**src/rtl/rtpa_pkg.sv**
```systemverilog
package rtpa_pkg;

   typedef enum logic {
      PH_LOW  = 1'b0,
      PH_HIGH = 1'b1
   } phase_e;

   function automatic int sel_width(input int n);
      return (n > 1) ? $clog2(n) : 1;
   endfunction

endpackage

```
**src/rtl/rtpa_gen.sv**
```systemverilog
module rtpa_gen
   import rtpa_pkg::*;
(
   input  logic clk,
   input  logic rst_n,
   input  logic clear_i,
   input  logic step_i,
   output logic pat_o
);

   phase_e ph_q;

   always_ff @(posedge clk or negedge rst_n) begin
      if (!rst_n)       ph_q <= PH_LOW;
      else if (clear_i) ph_q <= PH_LOW;
      else if (step_i)  ph_q <= PH_HIGH;
   end

   assign pat_o = (ph_q == PH_HIGH);

   p_phase_hold_r2: assert property (@(posedge clk) disable iff (!rst_n)
      (pat_o && !clear_i) |=> pat_o);

   p_phase_clear_r5: assert property (@(posedge clk) disable iff (!rst_n)
      clear_i |=> !pat_o);

endmodule

```
**src/rtl/rtpa_route_mux.sv**
```systemverilog
module rtpa_route_mux #(
   parameter int NUM_SEL = 3,
   parameter int SEL_W   = rtpa_pkg::sel_width(NUM_SEL)
) (
   input  logic [NUM_SEL-1:0] ends_i,
   input  logic [SEL_W-1:0]   sel_i,
   output logic               pick_o,
   output logic               valid_o
);

   generate
      if (NUM_SEL == 1) begin : g_single
         assign valid_o = (sel_i == '0);
         assign pick_o  = ends_i[0];
      end else if ((1 << SEL_W) == NUM_SEL) begin : g_full
         assign valid_o = 1'b1;
         assign pick_o  = ends_i[sel_i];
      end else begin : g_partial
         always_comb begin
            valid_o = 1'b0;
            pick_o  = 1'b0;
            for (int i = 0; i < NUM_SEL; i++) begin
               if (sel_i == SEL_W'(i)) begin
                  valid_o = 1'b1;
                  pick_o  = ends_i[i];
               end
            end
         end
      end
   endgenerate

endmodule

```
**src/rtl/rtpa_cell.sv**
```systemverilog
module rtpa_cell #(
   parameter int NUM_SEL = 3,
   parameter int SEL_W   = rtpa_pkg::sel_width(NUM_SEL)
) (
   input  logic               clk,
   input  logic               rst_n,
   input  logic               clear_i,
   input  logic               capture_i,
   input  logic               scan_en_i,
   input  logic [SEL_W-1:0]   sel_i,
   input  logic [NUM_SEL-1:0] ends_i,
   input  logic               expect_i,
   input  logic               scan_in_i,
   output logic               cap_q_o,
   output logic               fail_o
);

   logic pick, valid, take;

   rtpa_route_mux #(.NUM_SEL(NUM_SEL), .SEL_W(SEL_W)) u_mux (
      .ends_i (ends_i),
      .sel_i  (sel_i),
      .pick_o (pick),
      .valid_o(valid)
   );

   assign take = capture_i && valid && !scan_en_i;

   always_ff @(posedge clk or negedge rst_n) begin
      if (!rst_n)         cap_q_o <= 1'b0;
      else if (scan_en_i) cap_q_o <= scan_in_i;
      else if (take)      cap_q_o <= pick;
   end

   always_ff @(posedge clk or negedge rst_n) begin
      if (!rst_n)                           fail_o <= 1'b0;
      else if (clear_i)                     fail_o <= 1'b0;
      else if (take && (pick != expect_i))  fail_o <= 1'b1;
   end

   p_fail_sticky_r4: assert property (@(posedge clk) disable iff (!rst_n)
      (fail_o && !clear_i) |=> fail_o);

   p_mismatch_flags_r4: assert property (@(posedge clk) disable iff (!rst_n)
      (capture_i && valid && !scan_en_i && !clear_i)
         |=> ((cap_q_o != $past(expect_i)) -> fail_o));

   p_clear_wins_r5: assert property (@(posedge clk) disable iff (!rst_n)
      clear_i |=> !fail_o);

   p_shift_load_r6: assert property (@(posedge clk) disable iff (!rst_n)
      scan_en_i |=> (cap_q_o == $past(scan_in_i)));

   p_scan_blocks_r7: assert property (@(posedge clk) disable iff (!rst_n)
      (scan_en_i && !clear_i) |=> $stable(fail_o));

   p_bad_sel_hold_r8: assert property (@(posedge clk) disable iff (!rst_n)
      (capture_i && !valid && !scan_en_i) |=> $stable(cap_q_o));

endmodule

```
**src/rtl/route_probe.sv**
```systemverilog
module route_probe #(
   parameter int NUM_CELLS = 4,
   parameter int NUM_SEL   = 3,
   parameter int SEL_W     = rtpa_pkg::sel_width(NUM_SEL),
   parameter int NUM_ROUTES = NUM_CELLS * NUM_SEL
) (
   input  logic                  clk,
   input  logic                  rst_n,
   input  logic                  clear_i,
   input  logic                  phase_step_i,
   input  logic                  capture_i,
   input  logic [SEL_W-1:0]      sel_i,
   input  logic                  scan_en_i,
   input  logic                  scan_in_i,
   input  logic [NUM_ROUTES-1:0] route_end_i,
   output logic                  pat_o,
   output logic [NUM_CELLS-1:0]  fail_o,
   output logic                  scan_out_o
);

   generate
      if (NUM_CELLS < 1) begin : g_bad_cells
         $error("route_probe: NUM_CELLS must be at least 1");
      end
      if (NUM_SEL < 1) begin : g_bad_sel
         $error("route_probe: NUM_SEL must be at least 1");
      end
      if ((1 << SEL_W) < NUM_SEL) begin : g_bad_selw
         $error("route_probe: SEL_W too narrow for NUM_SEL");
      end
      if (NUM_ROUTES != NUM_CELLS * NUM_SEL) begin : g_bad_routes
         $error("route_probe: NUM_ROUTES must equal NUM_CELLS*NUM_SEL");
      end
   endgenerate

   logic [NUM_CELLS-1:0] cap_q;
   logic [NUM_CELLS-1:0] chain_in;

   rtpa_gen u_gen (
      .clk    (clk),
      .rst_n  (rst_n),
      .clear_i(clear_i),
      .step_i (phase_step_i),
      .pat_o  (pat_o)
   );

   generate
      for (genvar c = 0; c < NUM_CELLS; c++) begin : g_cell
         if (c == 0) begin : g_head
            assign chain_in[c] = scan_in_i;
         end else begin : g_link
            assign chain_in[c] = cap_q[c-1];
         end

         rtpa_cell #(.NUM_SEL(NUM_SEL), .SEL_W(SEL_W)) u_cell (
            .clk      (clk),
            .rst_n    (rst_n),
            .clear_i  (clear_i),
            .capture_i(capture_i),
            .scan_en_i(scan_en_i),
            .sel_i    (sel_i),
            .ends_i   (route_end_i[c*NUM_SEL +: NUM_SEL]),
            .expect_i (pat_o),
            .scan_in_i(chain_in[c]),
            .cap_q_o  (cap_q[c]),
            .fail_o   (fail_o[c])
         );
      end
   endgenerate

   assign scan_out_o = cap_q[NUM_CELLS-1];

   generate
      if (NUM_CELLS > 1) begin : g_chain_chk
         p_scan_order_r6: assert property (@(posedge clk) disable iff (!rst_n)
            scan_en_i |=> (scan_out_o == $past(cap_q[NUM_CELLS-2])));
      end
   endgenerate

   p_reset_quiet_r1: assert property (@(posedge clk) disable iff (!rst_n)
      $rose(rst_n) |-> (fail_o == '0));

endmodule

```
**config.mk**
```make
export PLATFORM = sky130hd
export DESIGN_NAME = route_probe
export DESIGN_NICKNAME = d
export VERILOG_FILES = /design/src/rtl/rtpa_pkg.sv /design/src/rtl/rtpa_gen.sv /design/src/rtl/rtpa_route_mux.sv /design/src/rtl/rtpa_cell.sv /design/src/rtl/route_probe.sv
export SDC_FILE = /design/constraint.sdc
export NUM_CORES = 1
export LEC_CHECK = 0
export ABC_AREA = 1
export BUFFER_PORTS_ARGS = -buffer_cell sky130_fd_sc_hd__buf_2
export CAP_MARGIN = 20
export CORE_AREA = 8 8 47 49
export DETAILED_ROUTE_END_ITERATION = 10
export DIE_AREA = 0 0 55 57
export PLACE_DENSITY = 0.79
export REMOVE_ABC_BUFFERS = 1
export SLEW_MARGIN = 25
export SYNTH_ARGS = -nofsm -noshare
export SYNTH_HDL_FRONTEND = slang
export SYNTH_SLANG_ARGS = --single-unit
```
**constraint.sdc**
```tcl
create_clock -name clk -period 1.8 [get_ports clk]
set_input_delay 0.18 -clock clk [delete_from_list [all_inputs] [get_ports clk]]
set_output_delay 0.18 -clock clk [all_outputs]
set_load 0.02 [all_outputs]
```
==> summary.md, run 1 <==
| Metric | Value |
|---|---|
| Final hold violations | `0` |
| CP max FO | `7` |
| HPWL Detailed | `1170 microns` |
| Seq/Total Area, Yosys | `40.6%` |
| Final #Nets | `130` |
| Slowest-stage cell, CP | `dfrtp_1` |
| Num ports | `27` |
| Clock-pin slew on the worst setup and hold paths | `0.06 ns` |
| Normalized max-slew margin | `81.5%` |
| Setup clock skew after layout | `0.000179 ns` |
| Ant. Diodes | `0` |
| Die X | `55 microns` |
| I/O Buffers | `26` |
| Crit path DAT | `just over 0.9 ns` |
| Initial antenna violation count | `0` |
| Reg2Reg Depth | `4` |
| Pre-antenna DRT Iters | `5` |
| Critical Path Max Stage Delay | `around 0.45 ns` |
| Pwr/cell area | `between 700 and 800 nW/um^2` |
| CP Launch Type | `flip-flop` |
| Top cells by area, synth | `dfrtp_1 41%, nand3_1 19%, nand2_1 16%` |
| Hold_ws | `0.129 ns` |
| Commonest non-fill, non-tap cells in the layout | `26 x buf_2, 24 x nand2_1, 21 x nand3_1` |
| Number of setup buffers added after CTS | `0` |
| Total Routed Length | `1400 microns` |
| Share of post-route cells with drive strength above 1 | `30.6%` |
| Setup violators final | `0` |
| Worst R2R Start | `u_gen.pat_o$_DFFE_PN0P_` |
| CTS max path bufs | `2` |
| Max Cap Viol | `0` |
| Routed via count | `596` |
| Crit-path cells | `buf_2` |
| Die ar. | `3140 sq um` |
| Maximum clock rate | `slightly above 900 MHz` |
| Synthesis-to-finish area growth | `28.4%` |
| Warnings from Yosys | `0` |
| Number of stages on the worst hold path | `2` |
| Status | `complete, no violations` |
| First-pass GRT wire length | `2200 microns` |
| Buf+Inv Stages, Crit Path | `1` |
| H-tree depth | `1` |
| Post-route setup TNS | `0 ns` |
| Row count | `15` |
| Number of global-route vias before repair | `573` |
| Flop and latch count out of synthesis | `9` |
| R2R setup slack | `0.85 ns` |
| Core area | `1580 sq um` |
| Post-synthesis instance total | `81` |
| Slew Limit Fails | `0` |
| Hold Path Sink | `g_cell[3].u_cell.fail_o$_DFFE_PN0P_` |
| Leak pwr | `0.393 nW` |
| Commonest non-fill, non-tap cell in the layout | `buf_2` |
| Placed Area | `676 sq um` |
| Mean post-synth cell area | `6.84 sq um` |
| CTS tree | `built` |
| DRC | `0` |
| Min-delay worst type | `in -> reg` |
| Clock Latency Late Sink | `0.26 ns` |
| Largest net degree at the start of global routing | `10` |
| Critical path capture point type | `output port` |
| Hold_sp | `clear_i` |
| Post-route ant nets | `0` |
| GRT Total Usage | `9.50%` |
| Post-route cell area | `712 sq um` |
| Reg2Reg Capture Point | `g_cell[0].u_cell.fail_o$_DFFE_PN0P_` |
| Initial Util | `between 30% and 40%` |
| Crit path depth | `1` |
| Via density | `4.77` |
| Initial DRC count | `18` |
| Path type of the worst setup path | `reg -> out` |
| Clock sink count | `9` |
| CTS buffer count | `3` |
| Top cell type's share of synthesized area | `40.6%` |
| Routed length per instance | `11.2 microns` |
| Placed Cells | `120` |
| Die height | `57 microns` |
| Worst vdd ir | `0.000511 V` |
| Tightest Pin Transition | `0.277 ns` |
| RSZ-0062 raised after global routing | `no` |
| Post-route minimum period | `1.10 ns` |
| Worst Path Required | `around 1.6 ns` |
| Fin cells | `about 130` |
| Biggest area consumer among synthesized cells | `dfrtp_1` |
| Final period utilization | `61.1%` |
| Yosys cell types | `11` |
| Placer Congestion | `0.808` |
| Final global-route overflow total | `0` |
| Delay-heaviest family, CP | `flip-flops` |
| Synthesized area | `about 550 sq um` |
| Root buffer cell | `clkbuf_4` |
[synth_stat cells]
cell type / number
nand4_1: 1
a21oi_1: 5
dfrtp_1: 9
nor2_2: 2
o21ai_0: 3
inv_1: 8
nand2_1: 24
nand3_1: 21
inv_2: 2
buf_4: 4
nor2_1: 2
[layer usage]
| metal | wire length, microns | vias up | GRT usage [%] |
|---|---|---|---|
| met5 | 0 | - | 0 |
| met4 | 28 | 0 | 5.15 |
| li1 | - | 313 | - |
| met2 | 715 | 19 | 15.6 |
| met3 | 131 | 4 | 5.71 |
| met1 | 524 | 260 | 8.65 |
[registers in the layout (all words and copies together), names as in the netlist]
| register | count |
|---|---|
| g_cell.u_cell.cap_q_o | 4 |
| g_cell.u_cell.fail_o | 4 |
| u_gen.pat_o | 1 |
[report_power, final]
group | internal [W] | switching [W] | total, W
clock network | 0.0000852 | 0.0000662 | 0.000151
logic | 0.0000473 | 0.0000703 | 0.000118
registers | 0.000221 | 0.0000109 | 0.000232
[per-stage QoR]
step	setup slack (ns)	utilization, %	power, W
global placement	0.765	42.9	0.000351
global route	0.645	45.2	0.000538
floorplan	0.827	-	0.000299
CTS	0.692	45.2	0.000509
finish	0.700	45.2	0.000501
detailed placement	0.718	42.9	0.000353
[worst max path at each step]
stage / slack, ns / end / from
2_1_floorplan: 0.83 / g_cell[3].u_cell.fail_o$_DFFE_PN0P_ / u_gen.pat_o$_DFFE_PN0P_
3_3_place_gp: 0.76 / g_cell[0].u_cell.fail_o$_DFFE_PN0P_ / sel_i[0]
3_5_place_dp: 0.72 / g_cell[0].u_cell.fail_o$_DFFE_PN0P_ / sel_i[0]
4_1_cts: 0.69 / pat_o / u_gen.pat_o$_DFFE_PN0P_
5_1_grt: 0.65 / pat_o / u_gen.pat_o$_DFFE_PN0P_
6_report: 0.70 / pat_o / u_gen.pat_o$_DFFE_PN0P_
[cell type report]
type / instances / area, sq um
inverter: 10 / 37.5
fill: 178 / 865
tap: 17 / 21.3
multi-input combinational: 58 / 262
timing repair buffer: 27 / 140
clock buffer: 4 / 26.3
sequential: 9 / 225
[cells by family (layout without fill, tap and decap cells)]
group	after synthesis	in the layout	synth area share, %
and+or+nand+nor	50	50	40.0
AOI/OAI and AO/OA	8	8	7.22
buffers and inverters	14	41	12.2
DFF	9	9	40.6
[what timing repair did]
action	CTS	global route
resized for setup	0	0
endpoints found under the hold margin	9	0
hold buffers	1	0
Note: power is estimated with default switching activity, not from simulation.
==> inputs of run 2 (changes only) <==
Settings changed: PLACE_DENSITY 0.79 to 0.82.
Clock period 1.8 ns to 0.9 ns, I/O delays scaled along.
==> run 2 against run 1 <==
  * The run now ends with setup timing left
  * Setup slack got worse by 0.79 ns
  * Clock power rose by 110%
  * First-iteration DRC count fell by 33%
  * Total power rose by 120%
  * Flip-flop and latch count did not move
  * Global-route usage rose by 0.51 points
  * Register-to-register slack got worse by 0.93 ns
==> summary.md, run 2 (synthesized netlist as in run 1, its figures left out) <==
| Metric | Value |
|---|---|
| Setup clock skew after layout | `0.00175 ns (+0.00157 ns)` |
| Placed Cells | `121 (+0.83%)` |
| Post-route minimum period | `0.995 ns` |
| Core area | `1580 sq um (unchanged)` |
| Routed length per instance | `12.5 microns (+12%)` |
| Normalized max-slew margin | `77.6% (-3.9 points)` |
| Path type of the worst setup path | `reg -> out` |
| Post-route ant nets | `0 (unchanged)` |
| HPWL Detailed | `1240 microns (+6.7%)` |
| Final #Nets | `133 (+2.3%)` |
| Pre-antenna DRT Iters | `4 (-1)` |
| Total Routed Length | `1600 microns (+14%)` |
| Placer Congestion | `0.761 (-5.7%)` |
| Initial antenna violation count | `0 (unchanged)` |
| GRT Total Usage | `10.0% (+0.51 points)` |
| Worst Path Required | `0.81 ns (-0.81 ns)` |
| Maximum clock rate | `1010 MHz` |
| Routed via count | `627 (+5.2%)` |
| Die ar. | `3140 sq um (unchanged)` |
| I/O Buffers | `26 (unchanged)` |
| CP Launch Type | `flip-flop` |
| Synthesis-to-finish area growth | `44.7%` |
| Commonest non-fill, non-tap cell in the layout | `nand2_1` |
| Die X | `55 microns (unchanged)` |
| Clock-pin slew on the worst setup and hold paths | `0.06 ns (about the same)` |
| Max Cap Viol | `0 (unchanged)` |
| Num ports | `27 (unchanged)` |
| Final hold violations | `0 (unchanged)` |
| RSZ-0062 raised after global routing | `yes` |
| Largest net degree at the start of global routing | `10 (unchanged)` |
| Tightest Pin Transition | `0.335 ns (+0.0581 ns)` |
| DRC | `0 (unchanged)` |
| Commonest non-fill, non-tap cells in the layout | `24 x nand2_1, 20 x buf_2, 19 x nand3_1` |
| Post-route cell area | `802 sq um (+13%)` |
| Row count | `15 (unchanged)` |
| CTS max path bufs | `2 (unchanged)` |
| Ant. Diodes | `0 (unchanged)` |
| Initial DRC count | `12 (-6)` |
| Clock sink count | `9 (unchanged)` |
| CP max FO | `2 (-5)` |
| Setup ws final | `-0.0946 ns (-0.795 ns)` |
| H-tree depth | `1 (unchanged)` |
| Via density | `4.90 (+2.7%)` |
| Pwr/cell area | `1350 nW/um^2 (+91%)` |
| Failing checks | `setup timing` |
| Placed Area | `683 sq um (+1.1%)` |
| Share of post-route cells with drive strength above 1 | `38.7% (+8.2 points)` |
| Die height | `57 microns (unchanged)` |
| Critical path capture point type | `output port` |
| Slew Limit Fails | `0 (unchanged)` |
| Clock Latency Late Sink | `0.26 ns (about the same)` |
| Status | `finished, violations left` |
| Final global-route overflow total | `0 (unchanged)` |
| CTS buffer count | `3 (unchanged)` |
| Fin cells | `128 (+2.4%)` |
| First-pass GRT wire length | `2420 microns (+10%)` |
| Leak pwr | `0.417 nW (+6.2%)` |
| Crit path DAT | `0.90 ns (-0.02 ns)` |
| CTS tree | `built` |
| Final core occ | `50.9% (+5.7 points)` |
| Final period utilization | `111%` |
| Min-delay worst type | `in -> reg` |
| Setup violators final | `5 (+5)` |
| Root buffer cell | `clkbuf_4` |
| Initial Util | `35.2% (unchanged)` |
| Worst vdd ir | `0.000639 V (+25%)` |
| Number of global-route vias before repair | `610 (+6.5%)` |
run 2: cell types whose count changed in the layout (fill, tap and decap cells not counted), moves of 2 or more:
cell and change:
a21oi_1 -3, a21oi_2 +3, buf_2 -6, buf_4 +2
buf_6 +7, nand3_1 -2, nand3_2 +2
run 2: path summary, 6_finish.rpt:
kind / startpoint / endpoint / slack, ns / cells after the start
setup / recovery: u_gen.pat_o$_DFFE_PN0P_ / pat_o / -0.09 / 2
hold / removal: clear_i / g_cell[2].u_cell.fail_o$_DFFE_PN0P_ / 0.05 / 2
setup reg to reg: u_gen.pat_o$_DFFE_PN0P_ / g_cell[0].u_cell.fail_o$_DFFE_PN0P_ / -0.08 / 4
hold reg to reg: g_cell[0].u_cell.cap_q_o$_DFFE_PN0P_ / g_cell[1].u_cell.cap_q_o$_DFFE_PN0P_ / 0.50 / 2
max in group asynchronous: rst_n / g_cell[2].u_cell.cap_q_o$_DFFE_PN0P_ / 0.51 / 2
min in group asynchronous: rst_n / g_cell[2].u_cell.fail_o$_DFFE_PN0P_ / 0.21 / 2
run 2: power breakdown:
group	internal (W)	switching (W)	leakage, nW	total (W)
clock network	0.000171	0.000140	0.0150	0.000311
registers	0.000442	0.0000229	0.117	0.000465
logic	0.000136	0.000167	0.285	0.000303
run 2: what timing repair did:
item,CTS,global route
gates resized for setup,9,12
pin swaps,0,2
buffers inserted,1,1
endpoints found under the setup margin,6,10
endpoints found under the hold margin,9,0
hold buffers,1,0
run 2: final cells by class:
class	count	area, sq um
Clock buffer	4	26.3
Fill cell	159	774
Inverter	10	40.0
Multi-Input combinational cell	58	285
Timing Repair Buffer	30	204
Sequential cell	9	225
Tap cell	17	21.3
run 2: layer usage:
metal,vias to the layer above,track usage (%),share of wire [%]
met1,274,10.5,37
met4,0,6.19,2.3
met2,27,17.5,52
met3,5,1.30,9.3
met5,-,0,0
li1,321,-,-
run 2: worst max-delay path, stage by stage (launching register included):
cell	delay (ns)
dfrtp_1	0.40
buf_6	0.13
buf_6	0.12
run 2: stage by stage:
stage,power [W],hold WS [ns],setup slack [ns],TNS (ns)
2_1_floorplan,0.000599,-0.206,-0.0733,-0.219
3_5_place_dp,0.000713,-0.0499,-0.110,-0.307
6_report,0.00108,0.0547,-0.0946,-0.372
3_3_place_gp,0.000702,-0.0571,-0.0561,-0.121
4_1_cts,0.00106,0.0313,-0.0809,-0.239
5_1_grt,0.00116,0.0429,-0.130,-0.665
